<file path="src/rtl/adc_accum_seq.sv">
module adc_accum_seq #(
  parameter int DATA_W     = 12,
  parameter int RES_W      = 16,
  parameter int CONV_TICKS = 12
) (
  input  logic              clk,
  input  logic              rst_n,
  input  logic              cfg_we,
  input  logic [7:0]        cfg_wdata,
  output logic [7:0]        cfg_rdata,
  input  logic              burst_en,
  input  logic              left_just,
  input  logic              start,
  output logic              conv_req,
  input  logic [DATA_W-1:0] conv_data,
  output logic              sar_tick,
  output logic              busy,
  output logic [RES_W-1:0]  result,
  output logic              eoc_irq,
  output logic              win_strobe
);
  localparam int TW = $clog2(CONV_TICKS);
  localparam int PAD = RES_W - DATA_W;

  logic [7:0]       cfg;
  logic [4:0]       div_cnt;
  logic [TW-1:0]    tick_cnt;
  logic [3:0]       idx, grp_last, n_last;
  logic             burst_q;
  logic [RES_W-1:0] acc, sum_next;

  wire [4:0] div  = cfg[7:3];
  wire [1:0] rpt  = cfg[2:1];
  wire       last_tick = sar_tick && (tick_cnt == TW'(CONV_TICKS - 1));

  assign cfg_rdata = cfg;
  assign sar_tick  = (div_cnt == div);
  assign sum_next  = (idx == 4'd0 ? '0 : acc) + {{PAD{1'b0}}, conv_data};

  always_comb
    case (rpt)
      2'b00:   n_last = 4'd0;
      2'b01:   n_last = 4'd3;
      2'b10:   n_last = 4'd7;
      default: n_last = 4'd15;
    endcase

  always_ff @(posedge clk or negedge rst_n)
    if (!rst_n) begin
      cfg     <= 8'hF8;
      div_cnt <= '0;
    end else begin
      if (cfg_we) cfg <= cfg_wdata;
      if (cfg_we || sar_tick) div_cnt <= '0;
      else                    div_cnt <= div_cnt + 5'd1;
    end

  always_ff @(posedge clk or negedge rst_n)
    if (!rst_n) begin
      busy       <= 1'b0;
      tick_cnt   <= '0;
      idx        <= '0;
      grp_last   <= '0;
      burst_q    <= 1'b0;
      acc        <= '0;
      result     <= '0;
      conv_req   <= 1'b0;
      eoc_irq    <= 1'b0;
      win_strobe <= 1'b0;
    end else begin
      conv_req   <= 1'b0;
      eoc_irq    <= 1'b0;
      win_strobe <= 1'b0;
      if (!busy) begin
        if (start) begin
          busy     <= 1'b1;
          tick_cnt <= '0;
          conv_req <= 1'b1;
          if (idx == 4'd0) begin
            grp_last <= n_last;
            burst_q  <= burst_en;
          end
        end
      end else if (last_tick) begin
        acc      <= sum_next;
        tick_cnt <= '0;
        if (idx == grp_last) begin
          idx        <= '0;
          busy       <= 1'b0;
          eoc_irq    <= 1'b1;
          win_strobe <= 1'b1;
          result     <= (grp_last == 4'd0 && left_just) ?
                        {conv_data, {PAD{1'b0}}} : sum_next;
        end else begin
          idx <= idx + 4'd1;
          if (burst_q) conv_req <= 1'b1;
          else         busy     <= 1'b0;
        end
      end else if (sar_tick) begin
        tick_cnt <= tick_cnt + TW'(1);
      end
    end

  assert_eoc_single_R4: assert property (@(posedge clk) disable iff (!rst_n)
    eoc_irq |=> !eoc_irq);
  assert_eoc_after_busy_R4: assert property (@(posedge clk) disable iff (!rst_n)
    eoc_irq |-> ($past(busy) && !busy));
  assert_result_hold_R4: assert property (@(posedge clk) disable iff (!rst_n)
    !eoc_irq |-> $stable(result));
  assert_win_with_eoc_R4: assert property (@(posedge clk) disable iff (!rst_n)
    $rose(win_strobe) |-> eoc_irq);
  assert_req_busy_R6: assert property (@(posedge clk) disable iff (!rst_n)
    conv_req |-> busy);
  assert_tick_spacing_R2: assert property (@(posedge clk) disable iff (!rst_n)
    (sar_tick && !cfg_we && div != 5'd0) |=> !sar_tick);
endmodule

</file>
<file path="config.mk">
export PLATFORM = sky130hd
export DESIGN_NAME = adc_accum_seq
export DESIGN_NICKNAME = d
export VERILOG_FILES = /design/src/rtl/adc_accum_seq.sv
export SDC_FILE = /design/constraint.sdc
export NUM_CORES = 1
export LEC_CHECK = 0
export BUFFER_PORTS_ARGS = -buffer_cell sky130_fd_sc_hd__buf_2
export CAP_MARGIN = 20
export CORE_ASPECT_RATIO = 1.4
export CORE_UTILIZATION = 40
export CTS_CLUSTER_SIZE = 12
export DETAILED_ROUTE_END_ITERATION = 10
export HOLD_SLACK_MARGIN = 0.08
export PLACE_DENSITY = 0.71
export SLEW_MARGIN = 15
export SYNTH_ARGS = -nofsm -noshare
export SYNTH_HDL_FRONTEND = slang
export SYNTH_SLANG_ARGS = --single-unit
</file>
<file path="constraint.sdc">
create_clock -name clk -period 3.6 [get_ports clk]
set_input_delay 0.36 -clock clk [delete_from_list [all_inputs] [get_ports clk]]
set_output_delay 0.36 -clock clk [all_outputs]
set_load 0.01 [all_outputs]
</file>
-- Word-level counts from Yosys, hierarchy flattened
Index checks and enable logic that the tools add are counted.
Widths: inputs -> output; s select.
- add/sub/neg operators: 4
- multiply operators: 0
- divide/modulo/power cells: 0
- magnitude comparators: 0
- equal/unequal tests: 6
- shifts and indexed selects: 0
- mux-type cells: 19
- bitwise logic cells: 1
- reduce and logical (&&, ||, !) cells: 11
- operator list (cell ; count):
    $mux 16 ; 2
    $mux 4 ; 5
    $add 16x12->16 ; 1
    $pmux 4 s3 ; 1
    $mux 1 ; 10
    $add 4x1->4 const B ; 2
    $logic_not 4->1 ; 2
    $reduce_and 3->1 ; 2
    $add 5x1->5 const B ; 1
    $eq 5x5->1 ; 1
    $mux 5 ; 1
    $eq 4x4->1 ; 1
    $eq 4x4->1 const B ; 1
    $reduce_and 2->1 ; 2
    $ne 3x2->1 const B ; 1
    $eq 2x1->1 const B ; 1
    $eq 2x2->1 const B ; 1
    $logic_and 1x1->1 ; 2
    $logic_not 2->1 ; 1
    $reduce_bool 2->1 ; 1
    $logic_or 1x1->1 ; 1
    $not 1->1 ; 1
- register bits: 61
- latch bits: 0
- memory bits (writable): 0
- memory bits (read-only): 0
- bits of input ports: 26
- output and inout port bits: 29
- logic and storage cells: 52
- memories kept: 0

-- Logic depth before layout (Yosys ltp)
Gate-level depths: netlist (run 1).
- depth after elaboration: 4
- depth in mapped cells: 14
- mapped depth without buffers: 12

-- Worst setup path before layout (run 1)
No wires, ideal clock.
- kind: register -> register
- start: reg idx[0]
- end: reg acc[12]
- setup time: 0.151 ns
- arrival time: 3.145 ns
- data required time: 3.449 ns
- slack: 0.304 ns
- stages on the path, launching flop included: 15
- path buffers: 2
- period minus slack after synthesis: 3.296 ns
- cell sequence: dfrtp_1 -> inv_1 -> ha_1 -> or3b_1 -> buf_6 -> clkbuf_1 -> and2_1 -> ha_1 -> fa_1 -> a211oi_1 -> o211ai_1 -> a21boi_0 -> o21ai_0 -> mux2i_1 -> a21oi_1
- longest elaborated chain between the ends: 3
- ends and longest elaborated chain (element ; RTL line ; RTL):
    start: declaration ; 28 ; logic [3:0] idx, grp_last, n_last;
    start signal: assignment ; 95 ; idx <= idx + 4'd1;
    $logic_not 4->1 ; 38 ; assign sum_next = (idx == 4'd0 ? '0 : acc) + {{PAD{1'b0}}, conv_data};
    $mux 16 ; 38 ;
    $add 16x12->16 ; 38 ;
    end signal: assignment ; 85 ; acc <= sum_next;
    end: declaration ; 30 ; logic [RES_W-1:0] acc, sum_next;
Every way passes these cells.
A chain may end at the register's enable or synchronous reset.

-- Worst setup path in the final report (run 1)
- start: reg idx[0]
- end: reg acc[14]
The elaborated chain is that of the path after synthesis.

==> impl_table.tex, run 1 <==
\begin{tabular}{lr}
\hline
Metric & Value \\
\hline
\multicolumn{2}{l}{\textbf{Outcome}} \\
\quad Status & finished clean \\
\multicolumn{2}{l}{\textbf{Global route}} \\
\quad Maximum number of pins on one net before global-route repair & 40 \\
\quad Antenna violations before repair & 0 \\
\quad First-pass GRT wire length & 13930 um \\
\quad Vias in the first global route & 2949 \\
\quad Gr ovfl total & 0 \\
\quad Total routing usage reported by global routing & 0.2047 \\
\multicolumn{2}{l}{\textbf{Clock tree}} \\
\quad CTS buffer count & 9 \\
\quad Clk root buf & clkbuf\_16 \\
\quad Clock Sink Count & 60 \\
\quad Latest clock arrival within the worst-skew pair & 0.33 ns \\
\quad Total setup buffers inserted after CTS & 0 \\
\quad Hold buffers post-CTS & 0 \\
\quad Number of gates resized after CTS & 0 \\
\quad CTS clock-pin slew for the worst setup and hold paths & 0.05 ns \\
\quad Maximum count of clock buffers along a single path & 2 \\
\quad Number of levels the H-tree was split into & 3 \\
\quad Clock tree from TritonCTS & done \\
\multicolumn{2}{l}{\textbf{Detailed routing}} \\
\quad First-pass DRT Iterations & 4 \\
\quad Vias per cell & 5.493 \\
\quad Violation count after the first detailed-routing iteration & 92 \\
\quad Number of routed nets with antenna violations & 0 \\
\quad Total wirelength of the detailed-routed design & 8317 um \\
\quad Residual DRC & 0 \\
\quad Total via count after detailed routing & 2928 \\
\quad Wire per inst & 15.60 um \\
\multicolumn{2}{l}{\textbf{Layout}} \\
\quad Count of antenna diodes in the layout & 0 \\
\quad Post-route cell area & 4133 um2 \\
\quad Fraction of final layout cells sized beyond drive strength 1 & 0.2459 \\
\quad P\&R area growth vs syn & 20.46\% \\
\quad Total Nets Final & 469 \\
\quad Util after Layout & 0.5011 \\
\multicolumn{2}{l}{\textbf{Yosys}} \\
\quad Synth Area per Inst & 9.348 um2 \\
\quad Synthesized instance count & 367 \\
\quad Post-synth ARST share & 1.000 \\
\quad Yosys synthesis warning count & 0 \\
\quad Number of enable-type register cells in the synthesized netlist & 0 \\
\quad Top FF cell, synth & dfrtp\_1 \\
\quad Post-Synthesis Cell Area & 3431 um2 \\
\quad Seq cells post-synth & 60 \\
\quad Sequential cell area fraction in the yosys report & 0.4395 \\
\quad Post-synth cell types & 50 \\
\quad Post-Syn Nets & 410 \\
\multicolumn{2}{l}{\textbf{Power}} \\
\quad Clock network fraction of design power & 0.382 \\
\quad Power share of the sequential group & 0.395 \\
\quad Worst vdd ir & 271.3 uV \\
\quad Share of total power in combinational logic & 0.223 \\
\quad Leak Pwr & 1.881 nW \\
\quad Sw Share & 0.3025 \\
\quad Cell internal pwr & 1.501 mW \\
\quad Net switching power figure & 0.6512 mW \\
\quad Pwr Density & 520.9 nW/um2 \\
\multicolumn{2}{l}{\textbf{Floorplan}} \\
\quad Die area & 8957 um2 \\
\quad Count of pins on the block boundary & 55 \\
\quad Horizontal die dimension & 80.27 um \\
\quad Floorplan Core Area & 8247 um2 \\
\quad Effective utilization at floorplan & 0.4160 \\
\quad Y dimension of the die & 111.6 um \\
\quad Number of standard-cell rows in the floorplan & 39 \\
\multicolumn{2}{l}{\textbf{Timing}} \\
\quad Fin crit share & 0.9179 \\
\quad Setup Skew & 0.004595 ns \\
\quad Final-report hold violation count & 0 \\
\quad Summed negative setup slack over all endpoints & 0 ns \\
\quad Unrepaired setup endpoints after global routing & false \\
\quad Headroom to the max-slew limit & 0.3590 \\
\quad Transition at the pin with the smallest max-transition slack & 0.9542 ns \\
\quad Max Fclk & 0.3026 GHz \\
\quad Max-slew violation count & 0 \\
\quad Final setup violation count & 0 \\
\quad Post-layout minimum cycle time & 3.304 ns \\
\multicolumn{2}{l}{\textbf{Critical path}} \\
\quad WP data required & 3.82 ns \\
\quad Type of destination of the critical path & register \\
\quad Max Fanout on Critical Path & 8 \\
\quad Critical path class & reg2reg \\
\quad WP data arrival & 3.52 ns \\
\quad CP startpoint kind & register \\
\multicolumn{2}{l}{\textbf{Flow run}} \\
\quad \# Max-Cap Violations & 0 \\
\multicolumn{2}{l}{\textbf{Placed design}} \\
\quad Count of input and output buffers & 54 \\
\quad Post-detailed-placement cell area & 3831 um2 \\
\quad Final RePlAce weighted congestion & 0.8437 \\
\quad Post-detail-place hpwl & 6090 um \\
\multicolumn{2}{l}{\textbf{Hold path}} \\
\quad Class of the worst hold path & in2async \\
\hline
\end{tabular}
==> cell type report <==
type	instances	area (um2)
timing repair buffer	62	330.3
clock inverter	4	22.52
tap	102	127.6
inverter	7	26.28
multi-input combinational	286	1852
fill	794	4114
sequential	60	1508
clock buffer	12	266.5
==> worst paths after layout <==
check | startpoint | end | slack [ns] | cells after the start
setup / recovery | idx[0]$_DFFE_PN0P_ | acc[14]$_DFFE_PN0P_ | 0.30 | 12
min in group clk | cfg_wdata[7] | cfg_rdata[7]$_DFFE_PN1P_ | 0.27 | 2
hold reg to reg | acc[1]$_DFFE_PN0P_ | acc[1]$_DFFE_PN0P_ | 0.46 | 2
max in group asynchronous | rst_n | cfg_rdata[4]$_DFFE_PN1P_ | 2.56 | 2
setup reg to reg | idx[0]$_DFFE_PN0P_ | acc[14]$_DFFE_PN0P_ | 0.30 | 12
hold / removal | rst_n | result[9]$_DFFE_PN0P_ | 0.16 | 1
==> kinds of logic after synthesis <==
| family | count (synthesis) | synth area share |
|---|---|---|
| xor gates and xnor gates | 22 | 0.05616 |
| buffers and inverters | 21 | 0.02626 |
| DFF | 60 | 0.4395 |
| and+or+nand+nor | 138 | 0.1966 |
| AOI/OAI and AO/OA | 94 | 0.1696 |
| adders and majority gates | 17 | 0.06419 |
| muxes | 15 | 0.04778 |
==> registers in the layout, indices dropped and copies added, names as in the netlist <==
register,count
acc,16
result,16
cfg_rdata,8
div_cnt,5
idx,4
tick_cnt,4
grp_last,3
burst_q,1
busy,1
conv_req,1
win_strobe,1
==> through the flow <==
stage	power (mW)	hold WS, ns	cells	worst slack [ns]
floorplan	1.172	0.06441	367	0.3038
global placement	1.321	0.4467	517	0.3398
detailed placement	1.340	0.4493	517	0.2364
CTS	2.170	0.1866	533	0.2201
global route	2.287	0.2252	533	0.07447
finish	2.153	0.1563	533	0.2955
==> critical path, stage by stage (launching register included) <==
cell	delay, ns
dfrtp_1	0.43
inv_1	0.08
ha_1	0.15
or3b_1	0.39
buf_4	0.18
and2_2	0.19
ha_1	0.37
a211oi_1	0.11
o211ai_1	0.29
a21oi_1	0.16
a2111oi_4	0.42
o21ai_0	0.13
a22o_1	0.28
==> Yosys cell counts (2+ instances only) <==
cell type	count	area [um2]
inv_1	7	26.28
a21o_1	4	30.03
xnor2_1	14	122.6
a31o_2	2	17.52
o21a_1	3	22.52
a21oi_1	23	115.1
nand3_1	14	70.07
nor2b_1	2	12.51
dfstp_2	5	131.4
a31oi_1	2	12.51
xor2_1	8	70.07
nor3b_1	3	22.52
and3_1	3	18.77
nor4_1	3	18.77
nor2_1	11	41.29
o211ai_1	11	82.58
dfrtp_1	55	1376
nand2_1	62	232.7
or3_1	2	12.51
mux2i_1	4	40.04
a211oi_1	4	30.03
and2_2	3	22.52
ha_1	16	200.2
o21ai_0	35	175.2
a22o_1	2	17.52
mux2_2	11	123.9
clkbuf_1	11	41.29
nor3_1	14	70.07
and2_1	12	75.07
==> cell usage in the layout (no fill, tap or decap), types with 9 or more instances in the layout <==
master,count
a21oi_1,23
and2_1,12
buf_2,54
clkbuf_16,9
dfrtp_1,55
ha_1,16
mux2_2,11
nand2_1,62
nand3_1,14
nor2_1,11
nor3_1,14
o211ai_1,11
o21ai_0,35
xnor2_1,14
==> power by group through the flow <==
stage	combinational [mW]	sequential, mW	clock (mW)
after detailed placement	0.477	0.863	0
final	0.479	0.850	0.823
after CTS	0.481	0.851	0.838
after global placement	0.464	0.857	0
after floorplan	0.314	0.857	0
after global routing	0.541	0.867	0.880
==> per-layer routing <==
layer | vias up | track usage | routed length, um | share of wire
met2 | 75 | 0.3504 | 4389 | 0.53
met3 | 18 | 0.04508 | 352 | 0.042
met5 | - | 0 | 0 | 0
li1 | 1431 | - | - | -
met1 | 1404 | 0.2375 | 3412 | 0.41
met4 | 0 | 0.09881 | 162 | 0.019
(Power assumes the default switching activity.)
==> run 2, diff against run 1 <==
CORE_UTILIZATION = 50   (was 40)
PLACE_DENSITY = 0.83   (was 0.71)
==> run 2 against run 1 <==
- die area shrank 20%
- clock skew increased by 0.0063 ns
- register-to-register slack worse by 0.04 ns
- flip-flop and latch count unchanged
- first-iteration DRC count increased by 46%
- worst setup slack got worse by 0.043 ns
- design area fell by 3.1%
- global-route usage rose by 4.3 points
- clock power decreased by 29%
- non-clock buffer count decreased by 1
- critical path type unchanged
- highest routed layer unchanged
==> impl_table.tex, run 2 (synthesized netlist as in run 1, its figures left out) <==
\begin{tabular}{lr}
\hline
Metric & Value \\
\hline
\multicolumn{2}{l}{\textbf{Outcome}} \\
\quad Status & finished clean \\
\multicolumn{2}{l}{\textbf{Critical path}} \\
\quad Max Fanout on Critical Path & 7 \\
\quad Critical path class & reg2reg \\
\quad Worst reg2reg path startpoint & idx[0]\$\_DFFE\_PN0P\_ \\
\quad WP data arrival & 3.63 ns \\
\quad CP startpoint kind & register \\
\quad Depth of the worst register-to-register path & 12 \\
\quad Worst flop-to-flop path endpoint & acc[12]\$\_DFFE\_PN0P\_ \\
\quad Type of destination of the critical path & register \\
\quad WP data required & 3.88 ns \\
\quad Reg2Reg Setup Slack & 0.25 ns \\
\multicolumn{2}{l}{\textbf{Clock tree}} \\
\quad Latest clock arrival within the worst-skew pair & 0.35 ns \\
\quad Clk root buf & clkbuf\_8 \\
\quad Number of levels the H-tree was split into & 3 \\
\quad Maximum count of clock buffers along a single path & 2 \\
\quad Clock tree from TritonCTS & done \\
\quad Number of gates resized after CTS & 0 \\
\quad Clock Sink Count & 60 \\
\quad CTS buffer count & 9 \\
\quad Hold buffers post-CTS & 0 \\
\quad Total setup buffers inserted after CTS & 0 \\
\quad CTS clock-pin slew for the worst setup and hold paths & 0.07 ns \\
\multicolumn{2}{l}{\textbf{Detailed routing}} \\
\quad Wire per inst & 15.66 um \\
\quad Violation count after the first detailed-routing iteration & 134 \\
\quad Vias per cell & 5.630 \\
\quad Residual DRC & 0 \\
\quad Total wirelength of the detailed-routed design & 8175 um \\
\quad Number of routed nets with antenna violations & 0 \\
\quad Total via count after detailed routing & 2939 \\
\quad First-pass DRT Iterations & 5 \\
\multicolumn{2}{l}{\textbf{Global route}} \\
\quad Global routing met1 resource utilization & 0.2566 \\
\quad First-pass GRT wire length & 13500 um \\
\quad GRT met2 Usage & 0.4456 \\
\quad Met3 track demand over resource & 0.06627 \\
\quad Busiest grt layer & met2 \\
\quad Gr ovfl total & 0 \\
\quad Vias in the first global route & 3005 \\
\quad Total routing usage reported by global routing & 0.2479 \\
\quad Maximum number of pins on one net before global-route repair & 39 \\
\quad Antenna violations before repair & 0 \\
\multicolumn{2}{l}{\textbf{Floorplan}} \\
\quad Effective utilization at floorplan & 0.5188 \\
\quad Die area & 7202 um2 \\
\quad Number of standard-cell rows in the floorplan & 35 \\
\quad Floorplan Core Area & 6613 um2 \\
\quad Y dimension of the die & 100.0 um \\
\quad Horizontal die dimension & 72.01 um \\
\quad Count of pins on the block boundary & 55 \\
\multicolumn{2}{l}{\textbf{Power}} \\
\quad Share of total power in combinational logic & 0.247 \\
\quad Sw Share & 0.3185 \\
\quad Clock network fraction of design power & 0.306 \\
\quad Power share of the sequential group & 0.447 \\
\quad Pwr Density & 476.4 nW/um2 \\
\quad Leak Pwr & 1.832 nW \\
\quad Cell internal pwr & 1.300 mW \\
\quad Worst vdd ir & 292.7 uV \\
\quad Net switching power figure & 0.6073 mW \\
\multicolumn{2}{l}{\textbf{Timing}} \\
\quad Setup Skew & 0.01094 ns \\
\quad Headroom to the max-slew limit & 0.2939 \\
\quad Final setup violation count & 0 \\
\quad Max-slew violation count & 0 \\
\quad Summed negative setup slack over all endpoints & 0 ns \\
\quad Unrepaired setup endpoints after global routing & false \\
\quad Final-report hold violation count & 0 \\
\quad Max Fclk & 0.2987 GHz \\
\quad Post-layout minimum cycle time & 3.347 ns \\
\quad Fin crit share & 0.9298 \\
\quad Transition at the pin with the smallest max-transition slack & 1.050 ns \\
\multicolumn{2}{l}{\textbf{Placed design}} \\
\quad Final RePlAce weighted congestion & 0.8819 \\
\quad Post-detailed-placement cell area & 3811 um2 \\
\quad Post-detail-place hpwl & 6182 um \\
\quad Count of input and output buffers & 54 \\
\multicolumn{2}{l}{\textbf{Layout}} \\
\quad Fraction of final layout cells sized beyond drive strength 1 & 0.2395 \\
\quad Post-route cell area & 4003 um2 \\
\quad Count of antenna diodes in the layout & 0 \\
\quad Area of the multi-input gates & 1839 um2 \\
\quad Util after Layout & 0.6053 \\
\quad Number of fill cells in the layout & 583 \\
\quad Most frequent cells in the layout & nand2\_1, dfrtp\_1, buf\_2 \\
\quad Storage cell area & 1508 um2 \\
\quad P\&R area growth vs syn & 16.67\% \\
\quad Most common library cell in the layout ignoring fill and taps & nand2\_1 \\
\quad Total Nets Final & 468 \\
\multicolumn{2}{l}{\textbf{Flow run}} \\
\quad \# Max-Cap Violations & 0 \\
\multicolumn{2}{l}{\textbf{Hold path}} \\
\quad Class of the worst hold path & in2async \\
\hline
\end{tabular}
run 2: cell count changes in the layout (fill, tap and decap cells not counted), moves of 2 or more:
cell and change:
clkbuf_16 -9, clkinv_2 -2, clkbuf_1 +2, clkbuf_8 +10
run 2: cell type report:
class / count / area share
Clock buffer: 15 / 0.04658
Inverter: 7 / 0.006565
Tap cell: 92 / 0.02876
Clock inverter: 1 / 0.001250
Sequential cell: 60 / 0.3767
Timing Repair Buffer: 61 / 0.08065
Multi-Input combinational cell: 286 / 0.4595
run 2: routing by layer:
layer  vias up  wire, um
met2       100      4350
met3        21       396
li1       1422         -
met4         0       239
met5         -         0
met1      1396      3189
run 2: critical path: stages, from the launching register on:
cell      delay [ns]
dfrtp_1         0.44
inv_1           0.08
ha_1            0.14
or3b_1          0.39
and2_1          0.18
ha_1            0.22
fa_1            0.43
a211oi_1        0.31
o211ai_1        0.17
a21boi_0        0.33
o21ai_0         0.26
mux2i_1         0.17
a21oi_1         0.16
run 2: through the flow:
stage                     hold WS, ns  power, mW  cells  setup slack [ns]
after floorplan               0.06441      1.172    367            0.3038
after global placement         0.4494      1.306    506            0.3374
after detailed placement       0.4569      1.334    506            0.2676
after CTS                      0.1315      1.916    522            0.2367
after global routing           0.1797      2.017    522          0.008906
final                          0.1101      1.907    522            0.2527
run 2: how the worst max path moves through the flow:
stage                       start                  end  slack, ns
3_5_place_dp   idx[0]$_DFFE_PN0P_  acc[12]$_DFFE_PN0P_       0.27
2_1_floorplan  idx[0]$_DFFE_PN0P_  acc[12]$_DFFE_PN0P_       0.30
6_report       idx[0]$_DFFE_PN0P_  acc[12]$_DFFE_PN0P_       0.25
5_1_grt        idx[0]$_DFFE_PN0P_  acc[12]$_DFFE_PN0P_      0.009
3_3_place_gp   idx[0]$_DFFE_PN0P_  acc[12]$_DFFE_PN0P_       0.34
4_1_cts        idx[0]$_DFFE_PN0P_  acc[12]$_DFFE_PN0P_       0.24
run 2: power groups by stage:
stage	Clock, mW	Sequential [mW]	Combinational, mW
3_5_place_dp	0	0.864	0.470
4_1_cts	0.592	0.852	0.472
2_1_floorplan	0	0.857	0.314
5_1_grt	0.622	0.865	0.530
6_report	0.584	0.852	0.471
3_3_place_gp	0	0.857	0.449
==> run 3, diff against run 2 <==
CELL_PAD_IN_SITES_DETAIL_PLACEMENT = 1   (was unset)
CELL_PAD_IN_SITES_GLOBAL_PLACEMENT = 1   (was unset)
CORE_UTILIZATION = 43   (was 50)
PLACE_DENSITY = 0.9   (was 0.83)
SLEW_MARGIN = 20   (was 15)
==> run 3 against run 2 <==
- design area is essentially flat
- hold slack improved by 0.038 ns
- clock skew down 0.0033 ns
- critical path depth did not move
- fmax down 3.4%
- wire length increased by 21%
- largest power group unchanged
==> impl_table.tex, run 3 (synthesized netlist as in run 1, its figures left out) <==
\begin{tabular}{lr}
\hline
Metric & Value \\
\hline
\multicolumn{2}{l}{\textbf{Critical path}} \\
\quad Worst path buffer plus inverter count & 2 \\
\quad Most frequent CP cell & ha\_1 \\
\quad Type of destination of the critical path & register \\
\quad Series of cell instances along the critical path & inv\_1 -> ha\_1 -> or3b\_1 -> buf\_4 -> and2\_2 -> ha\_1 -> a211oi\_1 -> o211ai\_1 -> a21oi\_1 -> a2111oi\_2 -> o21ai\_0 -> a22o\_1 \\
\quad Cell type of the slowest stage on the worst timing path & a2111oi\_2 \\
\quad Max Fanout on Critical Path & 7 \\
\quad WP data required & 3.83 ns \\
\quad Family with the most delay on the worst path & compound AO/OA/AOI/OAI gates \\
\quad CP startpoint kind & register \\
\quad Critical path class & reg2reg \\
\quad WP data arrival & 3.70 ns \\
\quad Highest cell delay on the worst timing path & 0.54 ns \\
\multicolumn{2}{l}{\textbf{Global route}} \\
\quad Gr ovfl total & 0 \\
\quad Maximum number of pins on one net before global-route repair & 42 \\
\quad First-pass GRT wire length & 16150 um \\
\quad Total routing usage reported by global routing & 0.2531 \\
\quad Antenna violations before repair & 0 \\
\quad Vias in the first global route & 3385 \\
\multicolumn{2}{l}{\textbf{Detailed routing}} \\
\quad Vias per cell & 5.810 \\
\quad First-pass DRT Iterations & 4 \\
\quad Number of routed nets with antenna violations & 0 \\
\quad Residual DRC & 0 \\
\quad Total wirelength of the detailed-routed design & 9883 um \\
\quad Violation count after the first detailed-routing iteration & 152 \\
\quad Total via count after detailed routing & 3091 \\
\quad Wire per inst & 18.58 um \\
\multicolumn{2}{l}{\textbf{Clock tree}} \\
\quad Total setup buffers inserted after CTS & 0 \\
\quad Clock tree from TritonCTS & done \\
\quad CTS buffer count & 9 \\
\quad Clock Sink Count & 60 \\
\quad Clk root buf & clkbuf\_8 \\
\quad Number of levels the H-tree was split into & 3 \\
\quad CTS clock-pin slew for the worst setup and hold paths & 0.07 ns \\
\quad Number of gates resized after CTS & 0 \\
\quad Latest clock arrival within the worst-skew pair & 0.34 ns \\
\quad Hold buffers post-CTS & 0 \\
\quad Maximum count of clock buffers along a single path & 2 \\
\multicolumn{2}{l}{\textbf{Timing}} \\
\quad Unrepaired setup endpoints after global routing & false \\
\quad Final setup violation count & 0 \\
\quad Final-report hold violation count & 0 \\
\quad Post-layout minimum cycle time & 3.464 ns \\
\quad Max-slew violation count & 0 \\
\quad Setup Skew & 0.007691 ns \\
\quad Headroom to the max-slew limit & 0.3830 \\
\quad Fin crit share & 0.9622 \\
\quad Transition at the pin with the smallest max-transition slack & 0.9255 ns \\
\quad Summed negative setup slack over all endpoints & 0 ns \\
\quad Worst-case hold slack & 0.1486 ns \\
\quad Max Fclk & 0.2887 GHz \\
\multicolumn{2}{l}{\textbf{Layout}} \\
\quad Total Nets Final & 470 \\
\quad Storage cell area & 1508 um2 \\
\quad Number of fill cells in the layout & 936 \\
\quad Area of the multi-input gates & 1839 um2 \\
\quad Most frequent cells in the layout & nand2\_1, dfrtp\_1, buf\_2 \\
\quad Count of antenna diodes in the layout & 0 \\
\quad Most common library cell in the layout ignoring fill and taps & nand2\_1 \\
\quad Post-route cell area & 4006 um2 \\
\quad P\&R area growth vs syn & 16.78\% \\
\quad Fraction of final layout cells sized beyond drive strength 1 & 0.2431 \\
\multicolumn{2}{l}{\textbf{Placed design}} \\
\quad Post-detailed-placement cell area & 3836 um2 \\
\quad Post-detail-place hpwl & 7210 um \\
\quad Count of input and output buffers & 54 \\
\quad Final RePlAce weighted congestion & 0.8569 \\
\multicolumn{2}{l}{\textbf{Hold path}} \\
\quad Class of the worst hold path & in2async \\
\multicolumn{2}{l}{\textbf{Floorplan}} \\
\quad Horizontal die dimension & 77.49 um \\
\quad Number of standard-cell rows in the floorplan & 38 \\
\quad Y dimension of the die & 107.7 um \\
\quad Die area & 8345 um2 \\
\quad Effective utilization at floorplan & 0.4427 \\
\quad Count of pins on the block boundary & 55 \\
\quad Floorplan Core Area & 7750 um2 \\
\multicolumn{2}{l}{\textbf{Power}} \\
\quad Leak Pwr & 1.825 nW \\
\quad Worst vdd ir & 285.5 uV \\
\quad Pwr Density & 474.1 nW/um2 \\
\multicolumn{2}{l}{\textbf{Outcome}} \\
\quad Status & finished clean \\
\multicolumn{2}{l}{\textbf{Flow run}} \\
\quad \# Max-Cap Violations & 0 \\
\hline
\end{tabular}
-- run 3: worst paths after layout --
| path | start | end | slack (ns) | cells after the start |
|---|---|---|---|---|
| min in group clk | cfg_wdata[1] | cfg_rdata[1]$_DFFE_PN0P_ | 0.25 | 2 |
| worst max-delay path | idx[0]$_DFFE_PN0P_ | acc[14]$_DFFE_PN0P_ | 0.14 | 12 |
| max in group asynchronous | rst_n | cfg_rdata[4]$_DFFE_PN1P_ | 2.59 | 2 |
| worst max register to register | idx[0]$_DFFE_PN0P_ | acc[14]$_DFFE_PN0P_ | 0.14 | 12 |
| worst min register to register | acc[2]$_DFFE_PN0P_ | acc[2]$_DFFE_PN0P_ | 0.47 | 2 |
| worst min-delay path | rst_n | acc[11]$_DFFE_PN0P_ | 0.15 | 1 |
-- run 3: metal layers --
metal | GRT usage | vias to the layer above | routed length (um)
li1 | - | 1436 | -
met1 | 0.2632 | 1559 | 3927
met2 | 0.4855 | 79 | 5441
met3 | 0.04492 | 17 | 318
met4 | 0.1146 | 0 | 195
met5 | 0 | - | 0
-- run 3: final cells by class --
class,count,area share
multi-input cells,286,0.4591
flip-flops and latches,60,0.3763
repair buffers,63,0.08432
clock buffers,12,0.03623
well taps,100,0.03123
inverters,7,0.006558
clock inverters,4,0.006246
-- run 3: report_power, final --
part	switching, mW	leakage, nW	internal [mW]
combinational	0.291	1.05	0.205
clock	0.282	0.0824	0.267
sequential	0.0833	0.687	0.772
-- run 3: metrics by stage --
step           worst slack, ns  std cells  utilization  power (mW)
2_1_floorplan           0.3038        367            -       1.172
3_3_place_gp            0.3922        516       0.4950       1.313
3_5_place_dp            0.1837        516       0.4950       1.355
4_1_cts                 0.1724        532       0.5170       1.905
5_1_grt               0.004913        532       0.5170       1.999
6_report                0.1360        532       0.5170       1.899
